[src/rtl/boot_pkg.sv]
package boot_pkg;

    typedef enum logic [2:0] {
        CS_ABSENT = 3'd0,
        CS_RESET  = 3'd1,
        CS_RUN    = 3'd2,
        CS_WAIT   = 3'd3,
        CS_HALT   = 3'd4
    } core_state_e;

    typedef enum logic [1:0] {
        ROLE_NONE = 2'd0,
        ROLE_BSP  = 2'd1,
        ROLE_AP   = 2'd2,
        ROLE_SEC  = 2'd3
    } core_role_e;

    typedef enum logic [1:0] {
        MODE_ELECT  = 2'd0,
        MODE_FIXED  = 2'd1,
        MODE_LEGACY = 2'd2,
        MODE_LEGALT = 2'd3
    } boot_mode_e;

    typedef enum logic [2:0] {
        SQ_LOAD,
        SQ_INV,
        SQ_INV_WAIT,
        SQ_BIST,
        SQ_BIST_WAIT,
        SQ_ELECT,
        SQ_DONE
    } seq_phase_e;

    typedef struct packed {
        core_state_e st;
        core_role_e  role;
    } slot_decision_t;

    localparam int STATE_W = 3;
    localparam int ROLE_W  = 2;

    function automatic logic is_legacy(boot_mode_e m);
        return (m == MODE_LEGACY) || (m == MODE_LEGALT);
    endfunction

endpackage

[src/rtl/boot_seq.sv]
module boot_seq
    import boot_pkg::*;
#(
    parameter int N = 4
) (
    input  logic         clk,
    input  logic         rst_any,
    input  logic [N-1:0] core_present,
    input  logic [1:0]   boot_mode,
    input  logic         bist_en,
    input  logic         inv_cache_done,
    input  logic         inv_tlb_done,
    input  logic         inv_btb_done,
    input  logic [N-1:0] bist_done,
    input  logic [N-1:0] bist_pass,
    output seq_phase_e   phase,
    output logic [N-1:0] present_q,
    output boot_mode_e   mode_q,
    output logic [N-1:0] health_ok
);

    localparam int INV_KINDS = 3;

    logic [INV_KINDS-1:0] inv_seen, inv_now;
    logic [N-1:0]         done_seen, pass_seen, done_now, pass_now;
    logic                 bist_ran;

    assign inv_now  = inv_seen | {inv_btb_done, inv_tlb_done, inv_cache_done};
    assign done_now = done_seen | (bist_done & present_q);
    assign pass_now = pass_seen | (bist_done & bist_pass & present_q);
    assign health_ok = bist_ran ? pass_seen : {N{1'b1}};

    always_ff @(posedge clk) begin
        if (rst_any) begin
            phase     <= SQ_LOAD;
            present_q <= core_present;
            mode_q    <= boot_mode_e'(boot_mode);
            inv_seen  <= '0;
            done_seen <= '0;
            pass_seen <= '0;
            bist_ran  <= 1'b0;
        end else begin
            case (phase)
                SQ_LOAD:  phase <= SQ_INV;
                SQ_INV:   phase <= SQ_INV_WAIT;
                SQ_INV_WAIT: begin
                    inv_seen <= inv_now;
                    if (&inv_now) begin
                        bist_ran <= bist_en;
                        phase    <= bist_en ? SQ_BIST : SQ_ELECT;
                    end
                end
                SQ_BIST:  phase <= SQ_BIST_WAIT;
                SQ_BIST_WAIT: begin
                    done_seen <= done_now;
                    pass_seen <= pass_now;
                    if (done_now == present_q) phase <= SQ_ELECT;
                end
                SQ_ELECT: phase <= SQ_DONE;
                default:  phase <= SQ_DONE;
            endcase
        end
    end

endmodule

[src/rtl/boot_elect.sv]
module boot_elect
    import boot_pkg::*;
#(
    parameter int N = 4
) (
    input  logic                     [N-1:0] present,
    input  logic                     [N-1:0] health_ok,
    input  boot_mode_e                       mode,
    output slot_decision_t           [N-1:0] dec
);

    logic [N-1:0] eligible, winner;

    assign eligible = present & health_ok;
    // isolate lowest set bit: fixed priority toward core 0
    assign winner   = eligible & (~eligible + {{(N-1){1'b0}}, 1'b1});

    for (genvar g = 0; g < N; g++) begin : g_core
        always_comb begin
            dec[g].st   = CS_HALT;
            dec[g].role = ROLE_NONE;
            if (!present[g]) begin
                dec[g].st = CS_ABSENT;
            end else if (!health_ok[g]) begin
                dec[g].st = CS_HALT;
            end else if (mode == MODE_ELECT) begin
                dec[g].st   = winner[g] ? CS_RUN : CS_WAIT;
                dec[g].role = winner[g] ? ROLE_BSP : ROLE_AP;
            end else if (mode == MODE_FIXED) begin
                if (g == 0) begin
                    dec[g].st   = CS_RUN;
                    dec[g].role = ROLE_BSP;
                end else if (g == 1) begin
                    dec[g].role = ROLE_SEC;
                end
            end else if (is_legacy(mode) && winner[g]) begin
                dec[g].st   = CS_RUN;
                dec[g].role = ROLE_BSP;
            end
        end
    end

endmodule

[src/rtl/boot_slot.sv]
module boot_slot
    import boot_pkg::*;
#(
    parameter int             V         = 8,
    parameter logic [V-1:0]   RESET_VEC = 8'hF0
) (
    input  logic           clk,
    input  logic           rst_any,
    input  logic           present_now,
    input  logic           load,
    input  slot_decision_t dec,
    input  logic           done,
    input  logic           sipi_valid,
    input  logic [V-1:0]   sipi_vector,
    output core_state_e    st,
    output core_role_e     role,
    output logic [V-1:0]   vec,
    output logic           fetch_en
);

    always_ff @(posedge clk) begin
        if (rst_any) begin
            st   <= present_now ? CS_RESET : CS_ABSENT;
            role <= ROLE_NONE;
            vec  <= '0;
        end else if (load) begin
            st   <= dec.st;
            role <= dec.role;
            vec  <= (dec.role == ROLE_BSP) ? RESET_VEC : '0;
        end else if (done && st == CS_WAIT && sipi_valid) begin
            st  <= CS_RUN;
            vec <= sipi_vector;
        end
    end

    assign fetch_en = (st == CS_RUN);

endmodule

[src/rtl/boot_role_ctrl.sv]
module boot_role_ctrl
    import boot_pkg::*;
#(
    parameter int           N         = 4,
    parameter int           V         = 8,
    parameter logic [V-1:0] RESET_VEC = 8'hF0
) (
    input  logic             clk,
    input  logic             rst,
    input  logic             ext_reset_n,
    input  logic             bist_en,
    input  logic [1:0]       boot_mode,
    input  logic [N-1:0]     core_present,
    input  logic             inv_cache_done,
    input  logic             inv_tlb_done,
    input  logic             inv_btb_done,
    input  logic [N-1:0]     bist_done,
    input  logic [N-1:0]     bist_pass,
    input  logic [N-1:0]     sipi_valid,
    input  logic [N*V-1:0]   sipi_vector,
    output logic [N-1:0]     arch_load,
    output logic [N-1:0]     inv_cache_stb,
    output logic [N-1:0]     inv_tlb_stb,
    output logic [N-1:0]     inv_btb_stb,
    output logic [N-1:0]     bist_start,
    output logic [N*3-1:0]   core_state,
    output logic [N*2-1:0]   core_role,
    output logic [N-1:0]     fetch_en,
    output logic [N*V-1:0]   start_vec,
    output logic             boot_done
);

    logic                    rst_any;
    seq_phase_e              phase;
    logic [N-1:0]            present_q, health_ok;
    boot_mode_e              mode_q;
    slot_decision_t [N-1:0]  dec;

    assign rst_any = rst | ~ext_reset_n;

    boot_seq #(.N(N)) i_seq (
        .clk            (clk),
        .rst_any        (rst_any),
        .core_present   (core_present),
        .boot_mode      (boot_mode),
        .bist_en        (bist_en),
        .inv_cache_done (inv_cache_done),
        .inv_tlb_done   (inv_tlb_done),
        .inv_btb_done   (inv_btb_done),
        .bist_done      (bist_done),
        .bist_pass      (bist_pass),
        .phase          (phase),
        .present_q      (present_q),
        .mode_q         (mode_q),
        .health_ok      (health_ok)
    );

    boot_elect #(.N(N)) i_elect (
        .present   (present_q),
        .health_ok (health_ok),
        .mode      (mode_q),
        .dec       (dec)
    );

    assign arch_load     = (phase == SQ_LOAD) ? present_q : '0;
    assign inv_cache_stb = (phase == SQ_INV)  ? present_q : '0;
    assign inv_tlb_stb   = (phase == SQ_INV)  ? present_q : '0;
    assign inv_btb_stb   = (phase == SQ_INV)  ? present_q : '0;
    assign bist_start    = (phase == SQ_BIST) ? present_q : '0;
    assign boot_done     = (phase == SQ_DONE);

    for (genvar g = 0; g < N; g++) begin : g_slot
        core_state_e st;
        core_role_e  role;

        boot_slot #(.V(V), .RESET_VEC(RESET_VEC)) i_slot (
            .clk         (clk),
            .rst_any     (rst_any),
            .present_now (core_present[g]),
            .load        (phase == SQ_ELECT),
            .dec         (dec[g]),
            .done        (phase == SQ_DONE),
            .sipi_valid  (sipi_valid[g]),
            .sipi_vector (sipi_vector[g*V +: V]),
            .st          (st),
            .role        (role),
            .vec         (start_vec[g*V +: V]),
            .fetch_en    (fetch_en[g])
        );

        assign core_state[g*STATE_W +: STATE_W] = st;
        assign core_role[g*ROLE_W +: ROLE_W]    = role;
    end

endmodule

[config.mk]
export PLATFORM = sky130hd
export DESIGN_NAME = boot_role_ctrl
export DESIGN_NICKNAME = d
export VERILOG_FILES = /design/src/rtl/boot_pkg.sv /design/src/rtl/boot_seq.sv /design/src/rtl/boot_elect.sv /design/src/rtl/boot_slot.sv /design/src/rtl/boot_role_ctrl.sv
export SDC_FILE = /design/constraint.sdc
export NUM_CORES = 1
export LEC_CHECK = 0
export BUFFER_PORTS_ARGS = -buffer_cell sky130_fd_sc_hd__buf_2
export CAP_MARGIN = 25
export CORE_ASPECT_RATIO = 1.5
export CORE_MARGIN = 10
export CORE_UTILIZATION = 30
export CTS_CLUSTER_DIAMETER = 80
export CTS_CLUSTER_SIZE = 20
export DETAILED_ROUTE_END_ITERATION = 6
export GPL_ROUTABILITY_DRIVEN = 1
export MAX_ROUTING_LAYER = met4
export SLEW_MARGIN = 40
export SYNTH_ARGS = -nofsm -noshare
export SYNTH_HDL_FRONTEND = slang
export SYNTH_SLANG_ARGS = --single-unit
[constraint.sdc]
create_clock -name clk -period 1.9 [get_ports clk]
set_input_delay 0.38 -clock clk [delete_from_list [all_inputs] [get_ports clk]]
set_output_delay 0.38 -clock clk [all_outputs]
set_load 0.02 [all_outputs]
* Yosys cells after proc, flatten, opt, wreduce, memory -nomap -nowiden
Cells that the tools add are included.
** Storage, ports and cells
- Flip-flop bits (word level) :: 73
- Bits in latches :: 0
- RAM bits :: 0
- Bits in read-only memories :: 0
- Output and inout bits :: 77
- Word-level logic and storage cells :: 154
- Memories :: 0
** Cells by class
- Add/sub/neg operators :: 1
- $mul :: 0
- Divide/modulo/power cells :: 0
- Order comparisons :: 0
- Equal/unequal tests :: 24
- Shift-type cells :: 0
- Mux-type cells :: 73
- Bitwise gates (word level) :: 11
- Reduce and logical (&&, ||, !) cells :: 26
** Operators with widths (count)
- 8-bit two-way mux :: 12
- 3-bit two-way mux :: 24
- 5-bit two-way mux :: 11
- 3-bit by 2-bit equality test with 1-bit output, second input constant :: 10
- 2-bit two-way mux :: 13
- 4-bit bitwise AND :: 5
- 4-bit two-way mux :: 4
- 3-bit one-hot mux with 5 select lines :: 1
- 1-bit logical AND :: 12
- 3-bit nonzero test :: 4
- 2-bit by 1-bit equality test with 1-bit output, second input constant :: 5
- 3-bit equality test, second input constant :: 3
- 1-bit two-way mux :: 8
- 4-bit OR :: 2
- 2-bit nonzero test :: 4
- 4-bit by 1-bit adder with 4-bit output, second input constant :: 1
- 2-bit equality test, second input constant :: 2
- 4-bit equality test :: 1
- 2-bit by 1-bit inequality test with 1-bit output, second input constant :: 2
- 4-bit NOT :: 1
- 4-bit AND reduction :: 1
- 3-bit by 1-bit equality test with 1-bit output, second input constant :: 1
- 3-bit logical NOT :: 1
- 3-bit OR :: 1
- other kinds (6) :: 6

* Longest topological paths before layout
Gate-level depths: netlist of run 1.
- Word-level depth :: 14
- Gate-level depth with buffers :: 6
- Mapped depth without buffers :: 5

* Hierarchy
A second synthesis of run 1 with hierarchy kept.
** Second synthesis, totals
- Cell total of the unflattened synthesis :: 383
- Area total of the unflattened synthesis :: 3608.5 um^2
** Modules (own cells, without submodules)
- boot_slot :: times used 4, cells each 60, area an instance 565.5 um^2, seq. area each 290.3 um^2
- boot_seq :: times used 1, cells each 80, area an instance 834.6 um^2, seq. area each 480.5 um^2
- boot_role_ctrl :: times used 1, cells each 26, area an instance 275.3 um^2, seq. area each 0.0 um^2
- boot_elect :: times used 1, cells each 37, area an instance 236.5 um^2, seq. area each 0.0 um^2

* Worst setup path after synthesis of run 1
No wires, ideal clock.
- Path kind :: register -> output
- Start :: register i_seq.phase[0]
- End :: output inv_cache_stb[0]
- Arrival :: 1.372 ns
- Required time :: 1.520 ns
- Path slack :: 0.148 ns
- Cell stages (with the launch flop) :: 5
- Path buffers :: 2
- Path through :: dfxtp_1 > clkbuf_1 > nand2b_1 > nor2_1 > buf_4
** On the way
- Longest elaborated chain between the ends :: 2
** Ends and longest elaborated chain
- start: declaration :: line boot_seq.sv:16 : output seq_phase_e phase,
- start signal: assignment :: line boot_seq.sv:50 : phase <= bist_en ? SQ_BIST : SQ_ELECT;
- 3-bit by 1-bit equality test with 1-bit output
- 4-bit two-way mux
- end: declaration :: line boot_role_ctrl.sv:22 : output logic [N-1:0] inv_cache_stb,
No other way between the ends.

* Final worst setup path of run 1
- Start :: register i_seq.phase[1]
- End :: output inv_btb_stb[1]
** On the way
- Longest elaborated chain between the ends :: 2
** Ends and longest elaborated chain
- 3-bit by 1-bit equality test with 1-bit output :: line boot_role_ctrl.sv:68 : assign inv_btb_stb = (phase == SQ_INV) ? present_q : '0;
- 4-bit two-way mux :: line boot_role_ctrl.sv:68
- end: declaration :: line boot_role_ctrl.sv:24 : output logic [N-1:0] inv_btb_stb,
No other way between the ends.

==> run summary, run 1 <==
status: finished clean
RSZ-0062 raised after global routing: yes
share of Yosys cell area claimed by the top area cell type: 0.344
yosys warns: 0
Pwr Total: 0.00368 W
die area: 0.0153 sq mm
postcts setup bufs: 0
clk_lat worst skew: 0.34 ns
Post-Route WL: 10,300 um
Async SR Flop Fraction: 0
CTS Root Cell: clkbuf_16
CP Max Fanout: 11
Avg Inst Size Synth: 9.31 sq um
pwr/cell area: 858 mW/mm^2
worst hold path class: in2reg
top cell type by total area after synthesis: dfxtp_1
Worst Setup End Kind: output port
Nets: 529
n_diodes: 0
CP Launch Type: flop
vias in the first global route: 3,137
clock buffer depth: 2
cell row count: 46
I/O Buffers: 133
pre-CTS setup slack: 0.174 ns
vias: 3,007
# fillers: 1,086
CTS tree: done
R2R cell count: 4
WL/cell: 16.6 um
clock-pin slew on the worst setup and hold paths: 0.06 ns
post-detail-place hpwl: 8260 um
global-route wire length before repair: 16,000 um
final worst slack: 0.0641 ns
sequential fraction of the synthesis area: 0.513
fin crit share: 0.966
Max Fclk: 0.545 GHz
Residual DRC: 0
Hold Vio Cnt, Final: 0
Final Util: 0.408
Max Slew Vio Count: 0
I/O pin count: 134
VDD IR max: 0.000436 V
largest net degree at the start of global routing: 32
CTS Buf Count: 9
DR iter-0 viols: 177
RD Place Congestion: 0.857
actual slew at the worst max-slew pin: 0.527 ns
Area contributors post-synth: dfxtp_1 (34%), edfxtp_1 (17%), nor2_1 (5.2%), nand2_1 (4.7%), mux2i_1 (4.1%)
Chip Width: 104 um
Synth Flop Type: dfxtp_1
Gate Count Post-Synth: 344
Layout area overhead: 34.1%
Final Setup Violations: 0
Post-DRT Antenna Nets: 0
Total Routing Usage GR: 0.137
Hold-fix buffers, CTS: 0
Mapped Area: 0.00320 sq mm
CP required: 1.52 ns
syn_nets: 401
layout cell share with drive strength beyond 1: 0.350
drt first pass iters: 5
max_cap viols: 0
DIE HEIGHT: 147 um
crit path DAT: 1.46 ns
GRT Residual Overflow: 0
clock sink count: 73
kind of critical path: reg2out
Tmin final: 1.84 ns
Starting Density: 0.304
leakage: 1.97 nW
H-Tree Depth: 3
routed vias/inst: 4.84
synth cell count leaders: dfxtp_1 (55), nor2_1 (44), nand2_1 (40)
Post-synth EDFFs: 18
cell with the most instances after synthesis: dfxtp_1
initial antenna violation count: 0
Worst Skew: 0.00634 ns
final setup TNS: 0 ns
CORE AREA: 0.0105 sq mm
Slew headroom: 0.646
Netlist cell types: 45
hold path depth: 1
synthesized flop and latch total: 73
## layout make-up
type	count	area, sq um	share of cell area
repair buffers	145	768	0.179
well taps	144	180	0.0420
clock buffers	14	285	0.0664
inverters	17	65.1	0.0152
flip-flops and latches	73	1640	0.382
multi-input cells	226	1340	0.313
clock inverters	2	10.0	0.00233
## kinds of logic (layout without fill, tap and decap cells)
kind of cell | Yosys count | count (layout) | share of synthesized area
AND/OR/NAND/NOR | 139 | 139 | 0.221
AO/OA/AOI/OAI | 74 | 74 | 0.156
buffers and inverters | 45 | 178 | 0.0692
flip-flops | 73 | 73 | 0.513
multiplexers | 13 | 13 | 0.0406
## report_power, final
group | switching (W) | internal (W) | total [W]
registers | 0.0000407 | 0.00163 | 0.00167
logic | 0.000214 | 0.000131 | 0.000345
clock network | 0.000636 | 0.00103 | 0.00167
## path summary, 6_finish.rpt
path                            slack [ns]                  endpoint                startpoint
worst max-delay path                  0.06            inv_btb_stb[1]            i_seq.phase[1]
worst min register to register        0.45  g_slot[2].i_slot.role[1]  g_slot[2].i_slot.role[1]
worst max register to register        0.12   g_slot[3].i_slot.vec[4]            i_seq.phase[2]
worst min-delay path                  0.22           i_seq.mode_q[0]              boot_mode[0]
## state kept, by name (all words and copies together) (netlist names)
signal / cells
g_slot.i_slot.role: 8
g_slot.i_slot.st: 12
g_slot.i_slot.vec: 32
i_seq.bist_ran: 1
i_seq.done_seen: 4
i_seq.inv_seen: 3
i_seq.mode_q: 2
i_seq.pass_seen: 4
i_seq.phase: 3
i_seq.present_q: 4
## stage by stage
stage	hold WS, ns	instances	cell area [sq um]
after global routing	0.208	621	4290
after detailed placement	0.450	605	3990
after floorplan	0.431	344	3200
after global placement	0.442	605	3990
after CTS	0.208	621	4290
final	0.216	621	4290
## worst max-delay path: stages (launching register included)
cell and delay [ns]:
dfxtp_1 0.35, buf_4 0.19, nand2b_1 0.20, nor2_1 0.18
buf_2 0.20
## layout by cell type, fill, tap and decap left out, types with 3 or more instances in the layout
cell / n
a21oi_1: 19
a221oi_1: 12
a31oi_1: 12
a41oi_1: 4
and2_1: 5
buf_2: 133
buf_4: 11
clkbuf_16: 10
clkinv_2: 3
dfxtp_1: 55
edfxtp_1: 18
inv_1: 16
mux2i_1: 13
nand2_1: 40
nand2b_1: 8
nand3_1: 8
nor2_1: 44
nor2b_1: 10
nor3_1: 4
nor3_2: 3
nor3b_1: 3
o21ai_0: 11
## repair_timing
action                                  4_1_cts  5_1_grt
endpoints found under the hold margin         0        0
gates resized for setup                       0        0
endpoints found under the setup margin        0       12
## metal layers
layer / global-route usage / part of all wire
met1: 0.141 / 0.41
met2: 0.236 / 0.51
met3: 0.0352 / 0.050
met4: 0.0677 / 0.030
met5: - / 0
Note: power is estimated with default switching activity, not from simulation.
==> inputs of run 2 (changes only) <==
--- a/config.mk
+++ b/config.mk
@@ -7,6 +7,8 @@
 export LEC_CHECK = 0
 export BUFFER_PORTS_ARGS = -buffer_cell sky130_fd_sc_hd__buf_2
 export CAP_MARGIN = 25
+export CELL_PAD_IN_SITES_DETAIL_PLACEMENT = 0
+export CELL_PAD_IN_SITES_GLOBAL_PLACEMENT = 1
 export CORE_ASPECT_RATIO = 1.5
 export CORE_MARGIN = 10
 export CORE_UTILIZATION = 30
@@ -15,7 +17,9 @@
 export DETAILED_ROUTE_END_ITERATION = 6
 export GPL_ROUTABILITY_DRIVEN = 1
 export MAX_ROUTING_LAYER = met4
+export PLACE_DENSITY_LB_ADDON = 0.1
 export SLEW_MARGIN = 40
 export SYNTH_ARGS = -nofsm -noshare
 export SYNTH_HDL_FRONTEND = slang
+export SYNTH_HIERARCHICAL = 1
 export SYNTH_SLANG_ARGS = --single-unit
==> run 2 against run 1 <==
  * Global-route usage decreased by 0.43 points
  * Critical path depth is 1 lower
  * Sequential cell count unchanged
  * Total power increased by 3.4%
  * Combinational power is 37% higher
  * Area after synthesis up 13%
  * Critical endpoint is now inv_cache_stb[0]
  * Non-clock buffer count rose by 12
  * Count of clock-buffer cells in the layout shrank 2
  * Highest routed layer unchanged
  * Sequential share of layout area shrank 4.0 points
==> run summary, run 2 <==
status: finished clean
hold path depth: 1
CP required: 1.52 ns
CORE AREA: 0.0119 sq mm
kind of critical path: reg2out
R2R cell count: 5
Nets: 583
Final Util: 0.404
clk_lat worst skew: 0.34 ns
Area after DPL: 0.00444 sq mm
I/O pin count: 134
DIE HEIGHT: 154 um
slowest cell delay on critical path: 0.46 ns
initial antenna violation count: 1
WL/cell: 16.1 um
R2R setup slack: 0.15 ns
# fillers: 1,278
Max Fclk: 0.564 GHz
largest net degree at the start of global routing: 26
yosys warns: 6
VDD IR max: 0.000495 V
Largest register FFs: 32
RSZ-0062 raised after global routing: no
Area contributors post-synth: dfxtp_1 (31%), edfxtp_1 (15%), nor2_1 (6.1%), a221oi_1 (4.1%), a21oi_1 (4.0%)
max_cap viols: 0
Final Cell Area: 0.00480 sq mm
pwr/cell area: 794 mW/mm^2
sequential fraction of the synthesis area: 0.455
die area: 0.0169 sq mm
commonest non-fill, non-tap cell in the layout: buf_2
Worst Hold Path EP: i_seq/mode_q[0]
Post-Layout Cell Count: 685
top cell type by total area after synthesis: dfxtp_1
global-route wire length before repair: 17,400 um
synth cell count leaders: nor2_1 (59), dfxtp_1 (55), a21oi_1 (29)
Hold Startpoint: boot_mode[0]
Starting Density: 0.303
Synth Flop Type: dfxtp_1
Mapped Area: 0.00361 sq mm
Layout area overhead: 33.0%
clock-pin slew on the worst setup and hold paths: 0.06 ns
Gate Count Post-Synth: 383
vias in the first global route: 3,434
fin crit share: 0.933
Total Routing Usage GR: 0.132
worst hold path class: in2reg
I/O Buffers: 133
clock buffer depth: 2
Residual DRC: 0
hold_ws: 0.226 ns
DR iter-0 viols: 90
drt first pass iters: 6
share of Yosys cell area claimed by the top area cell type: 0.305
Avg Inst Size Synth: 9.42 sq um
Post-synth EDFFs: 18
Tmin final: 1.77 ns
Final Setup Violations: 0
CTS tree: done
final setup TNS: 0 ns
CP Launch Type: flop
synthesized flop and latch total: 73
Worst Skew: 0.0107 ns
Hold Vio Cnt, Final: 0
RD Place Congestion: 0.822
most frequent cells in the layout: buf_2 (133), nor2_1 (57), dfxtp_1 (54)
Chip Width: 110 um
layout cell share with drive strength beyond 1: 0.409
H-Tree Depth: 3
placed insts: 667
CTS Buf Count: 9
Netlist cell types: 48
routed vias/inst: 4.73
cell with the most instances after synthesis: nor2_1
reg2reg end: g_slot[3].i_slot/vec[4]
crit-path cells: buf_4, and4bb_2, buf_2
CP Max Fanout: 7
Regs by FF count: g_slot.i_slot/vec x32, g_slot.i_slot/st x12, g_slot.i_slot/role x8
clock sink count: 73
Post-Route WL: 11,000 um
vias: 3,241
slowest stage cell, crit path: edfxtp_1
post-detail-place hpwl: 8700 um
cell row count: 49
Worst Setup End Kind: output port
CTS Root Cell: clkbuf_16
Max Slew Vio Count: 0
crit path DAT: 1.39 ns
leakage: 2.07 nW
Reg with most FFs: g_slot.i_slot/vec
Reg2Reg Launch Point: i_seq/mode_q[1]
Post-DRT Antenna Nets: 0
GRT Residual Overflow: 0
Async SR Flop Fraction: 0
## run 2: cell types whose count changed in the layout (fill, tap and decap cells not counted), moves of 8 or more
| cell | previous run | this run |
|---|---|---|
| nand2_1 | 40 | 12 |
| nand3_1 | 8 | 18 |
| buf_4 | 11 | 23 |
| inv_1 | 16 | 28 |
| o21ai_1 | 0 | 16 |
| nor2_1 | 44 | 57 |
| a31oi_1 | 12 | 3 |
| and4b_1 | 0 | 8 |
| a21oi_1 | 19 | 29 |
| and4bb_2 | 0 | 8 |
| nor2b_1 | 10 | 1 |
## run 2: kinds of logic after synthesis
family	after synthesis	share of synthesized area
other	1	0.00104
and+or+nand+nor	147	0.251
muxes	9	0.0250
AOI/OAI and AO/OA	94	0.173
DFF	73	0.455
buffers and inverters	59	0.0947
## run 2: worst max-delay path by stage
stage               slack [ns]                from                 endpoint  depth (start not counted)
finish                    0.13  i_seq/present_q[0]         inv_cache_stb[0]                          3
detailed placement       0.008      i_seq/bist_ran  g_slot[3].i_slot/vec[6]                          7
CTS                       0.02  i_seq/pass_seen[0]  g_slot[3].i_slot/vec[6]                          7
global placement          0.12      i_seq/bist_ran  g_slot[2].i_slot/vec[6]                          6
floorplan                 0.01      i_seq/phase[1]   g_slot[0].i_slot/st[0]                          4
global route              0.02  i_seq/present_q[0]  g_slot[2].i_slot/vec[6]                          5
## run 2: per-layer routing
layer  global-route usage  vias up  wire length (um)
met5                    -        -                 0
met4               0.0491        0               138
met3               0.0308        9               597
met2                0.227       77              5820
met1                0.144     1491              4450
li1                     -     1664                 -
## run 2: layout make-up
| type | count | area [sq um] | area share |
|---|---|---|---|
| inverter | 33 | 124 | 0.0258 |
| clock buffer | 12 | 278 | 0.0579 |
| clock inverter | 4 | 23.8 | 0.00495 |
| sequential | 73 | 1650 | 0.343 |
| multi-input combinational | 252 | 1680 | 0.349 |
| tap | 153 | 191 | 0.0399 |
| timing repair buffer | 157 | 858 | 0.179 |
| antenna | 1 | 2.50 | 0.000521 |
## run 2: critical path, delay by kind of cell, from the launching register on
kind	cells	cell delay, ns
simple gates	1	0.24
flops	1	0.46
buf+inv	2	0.37
## run 2: repair_timing
action,in CTS,in global routing
setup buffers,0,1
pin swaps,1,2
hold buffers,0,0
resized for setup,1,10
endpoints found under the setup margin,1,12
## run 2: power breakdown
group | leakage (nW) | internal (W) | switching (W)
clock | 0.153 | 0.00103 | 0.000645
sequential | 0.635 | 0.00163 | 0.0000343
combinational | 1.28 | 0.000189 | 0.000284
total | 2.07 | 0.00285 | 0.000963
## run 2: stage by stage
stage          worst slack (ns)  power (W)
2_1_floorplan            0.0118    0.00200
3_3_place_gp              0.116    0.00217
3_5_place_dp            0.00771    0.00217
4_1_cts                  0.0233    0.00385
5_1_grt                  0.0172    0.00398
6_report                  0.127    0.00381
==> inputs of run 3 (changes only) <==
--- a/config.mk
+++ b/config.mk
@@ -16,7 +16,6 @@
 export CTS_CLUSTER_SIZE = 20
 export DETAILED_ROUTE_END_ITERATION = 6
 export GPL_ROUTABILITY_DRIVEN = 1
-export MAX_ROUTING_LAYER = met4
 export PLACE_DENSITY_LB_ADDON = 0.1
 export SLEW_MARGIN = 40
 export SYNTH_ARGS = -nofsm -noshare
==> run 3 against run 2 <==
  * Worst hold slack got worse by 0.0020 ns
  * Total power is essentially flat
  * Largest power group unchanged
  * Critical path type unchanged
  * Cell area unchanged
==> run summary, run 3 (synthesized netlist as in run 2, its figures left out) <==
WL/cell: 16.1 um
largest net degree at the start of global routing: 26
placed insts: 667
Post-Layout Cell Count: 685
Post-Route WL: 11,000 um
sequential cell area: 0.00165 sq mm
Hold Vio Cnt, Final: 0
I/O Buffers: 133
commonest non-fill, non-tap cell in the layout: buf_2
die area: 0.0169 sq mm
Comb pwr share: 0.124
Tmin final: 1.77 ns
hold_ws: 0.224 ns
# fillers: 1,278
clock-pin slew on the worst setup and hold paths: 0.06 ns
DIE HEIGHT: 154 um
vias: 3,246
CORE AREA: 0.0119 sq mm
Final Cell Area: 0.00480 sq mm
most frequent cells in the layout: buf_2 (133), nor2_1 (57), dfxtp_1 (54)
Largest register FFs: 32
leakage: 2.07 nW
Layout area overhead: 33.0%
delay-heaviest family, CP: flip-flops
CTS Buf Count: 9
clock buffer depth: 2
fin crit share: 0.933
drt first pass iters: 6
CP required: 1.52 ns
Residual DRC: 0
VDD IR max: 0.000499 V
I/O pin count: 134
vias in the first global route: 3,423
crit path DAT: 1.39 ns
Nets: 583
Worst Setup End Kind: output port
Worst Skew: 0.0105 ns
sw power: 0.000966 W
Final Setup Violations: 0
WP buf/inv: 2
slowest stage cell, crit path: edfxtp_1
max_cap viols: 0
Seq pwr share: 0.436
clock share of power: 0.440
GRT Residual Overflow: 0
Hold-fix buffers, CTS: 0
CP Launch Type: flop
post-detail-place hpwl: 8700 um
Post-DRT Antenna Nets: 0
initial antenna violation count: 1
Max Fclk: 0.564 GHz
Starting Density: 0.303
H-Tree Depth: 3
CP Max Fanout: 7
kind of critical path: reg2out
Final Util: 0.404
global-route wire length before repair: 17,500 um
Chip Width: 110 um
slowest cell delay on critical path: 0.46 ns
Total Routing Usage GR: 0.129
RSZ-0062 raised after global routing: no
Regs by FF count: g_slot.i_slot/vec x32, g_slot.i_slot/st x12, g_slot.i_slot/role x8
CTS Root Cell: clkbuf_16
routed vias/inst: 4.74
layout cell share with drive strength beyond 1: 0.409
DR iter-0 viols: 81
Reg with most FFs: g_slot.i_slot/vec
final setup TNS: 0 ns
RD Place Congestion: 0.810
status: finished clean
crit-path cells: buf_4, and4bb_2, buf_2
pwr/cell area: 794 mW/mm^2
multi-input logic area: 0.00168 sq mm
Area after DPL: 0.00444 sq mm
worst hold path class: in2reg
Switching Share: 0.253
internal power: 0.00285 W
CTS tree: done
clock sink count: 73
Max Slew Vio Count: 0
cell row count: 49
clk_lat worst skew: 0.34 ns
run 3: cell counts in the layout (fill, tap and decap cells not counted):
No cell type changed its count.
run 3: worst paths after layout:
check / from / endpoint / slack (ns) / cells past startpoint
worst max-delay path: i_seq/present_q[0] / inv_cache_stb[0] / 0.13 / 3
worst min-delay path: boot_mode[1] / i_seq/mode_q[1] / 0.22 / 1
worst max register to register: i_seq/mode_q[1] / g_slot[3].i_slot/vec[4] / 0.15 / 5
worst min register to register: g_slot[3].i_slot/vec[5] / g_slot[3].i_slot/vec[5] / 0.46 / 2
run 3: cell type report:
class                      count  share of cell area
multi-input combinational    252               0.349
sequential                    73               0.343
timing repair buffer         157               0.179
clock buffer                  12              0.0579
tap                          153              0.0399
inverter                      33              0.0258
clock inverter                 4             0.00495
antenna                        1            0.000521
run 3: repair_timing:
item / in CTS / in global routing
endpoints found under the setup margin: 1 / 12
setup buffers: 0 / 1
pin swaps: 1 / 2
resized for setup: 1 / 10
run 3: worst register-to-register path, delay by kind of cell (launching register included):
family                 cells  cell delay, ns
AO/OA/AOI/OAI              2            0.39
buffers and inverters      1            0.21
flip-flops                 1            0.49
AND/OR/NAND/NOR            2            0.54
run 3: metrics by stage:
step	total power, W	setup WS, ns
2_1_floorplan	0.00200	0.0118
3_3_place_gp	0.00217	0.116
3_5_place_dp	0.00217	0.00771
4_1_cts	0.00385	0.0233
5_1_grt	0.00398	0.0172
6_report	0.00381	0.127
run 3: power groups by stage:
stage	logic [W]	clock network, W	registers [W]
after floorplan	0.000277	0	0.00172
after global placement	0.000473	0	0.00170
after detailed placement	0.000470	0	0.00170
after CTS	0.000472	0.00171	0.00167
after global routing	0.000519	0.00179	0.00167
final	0.000472	0.00168	0.00166
run 3: metal layers:
metal	global-route usage	wire length [um]	up-vias
li1	-	-	1663
met1	0.142	4370	1492
met2	0.227	5830	82
met3	0.0345	666	9
met4	0.0491	139	0
met5	0	0	-
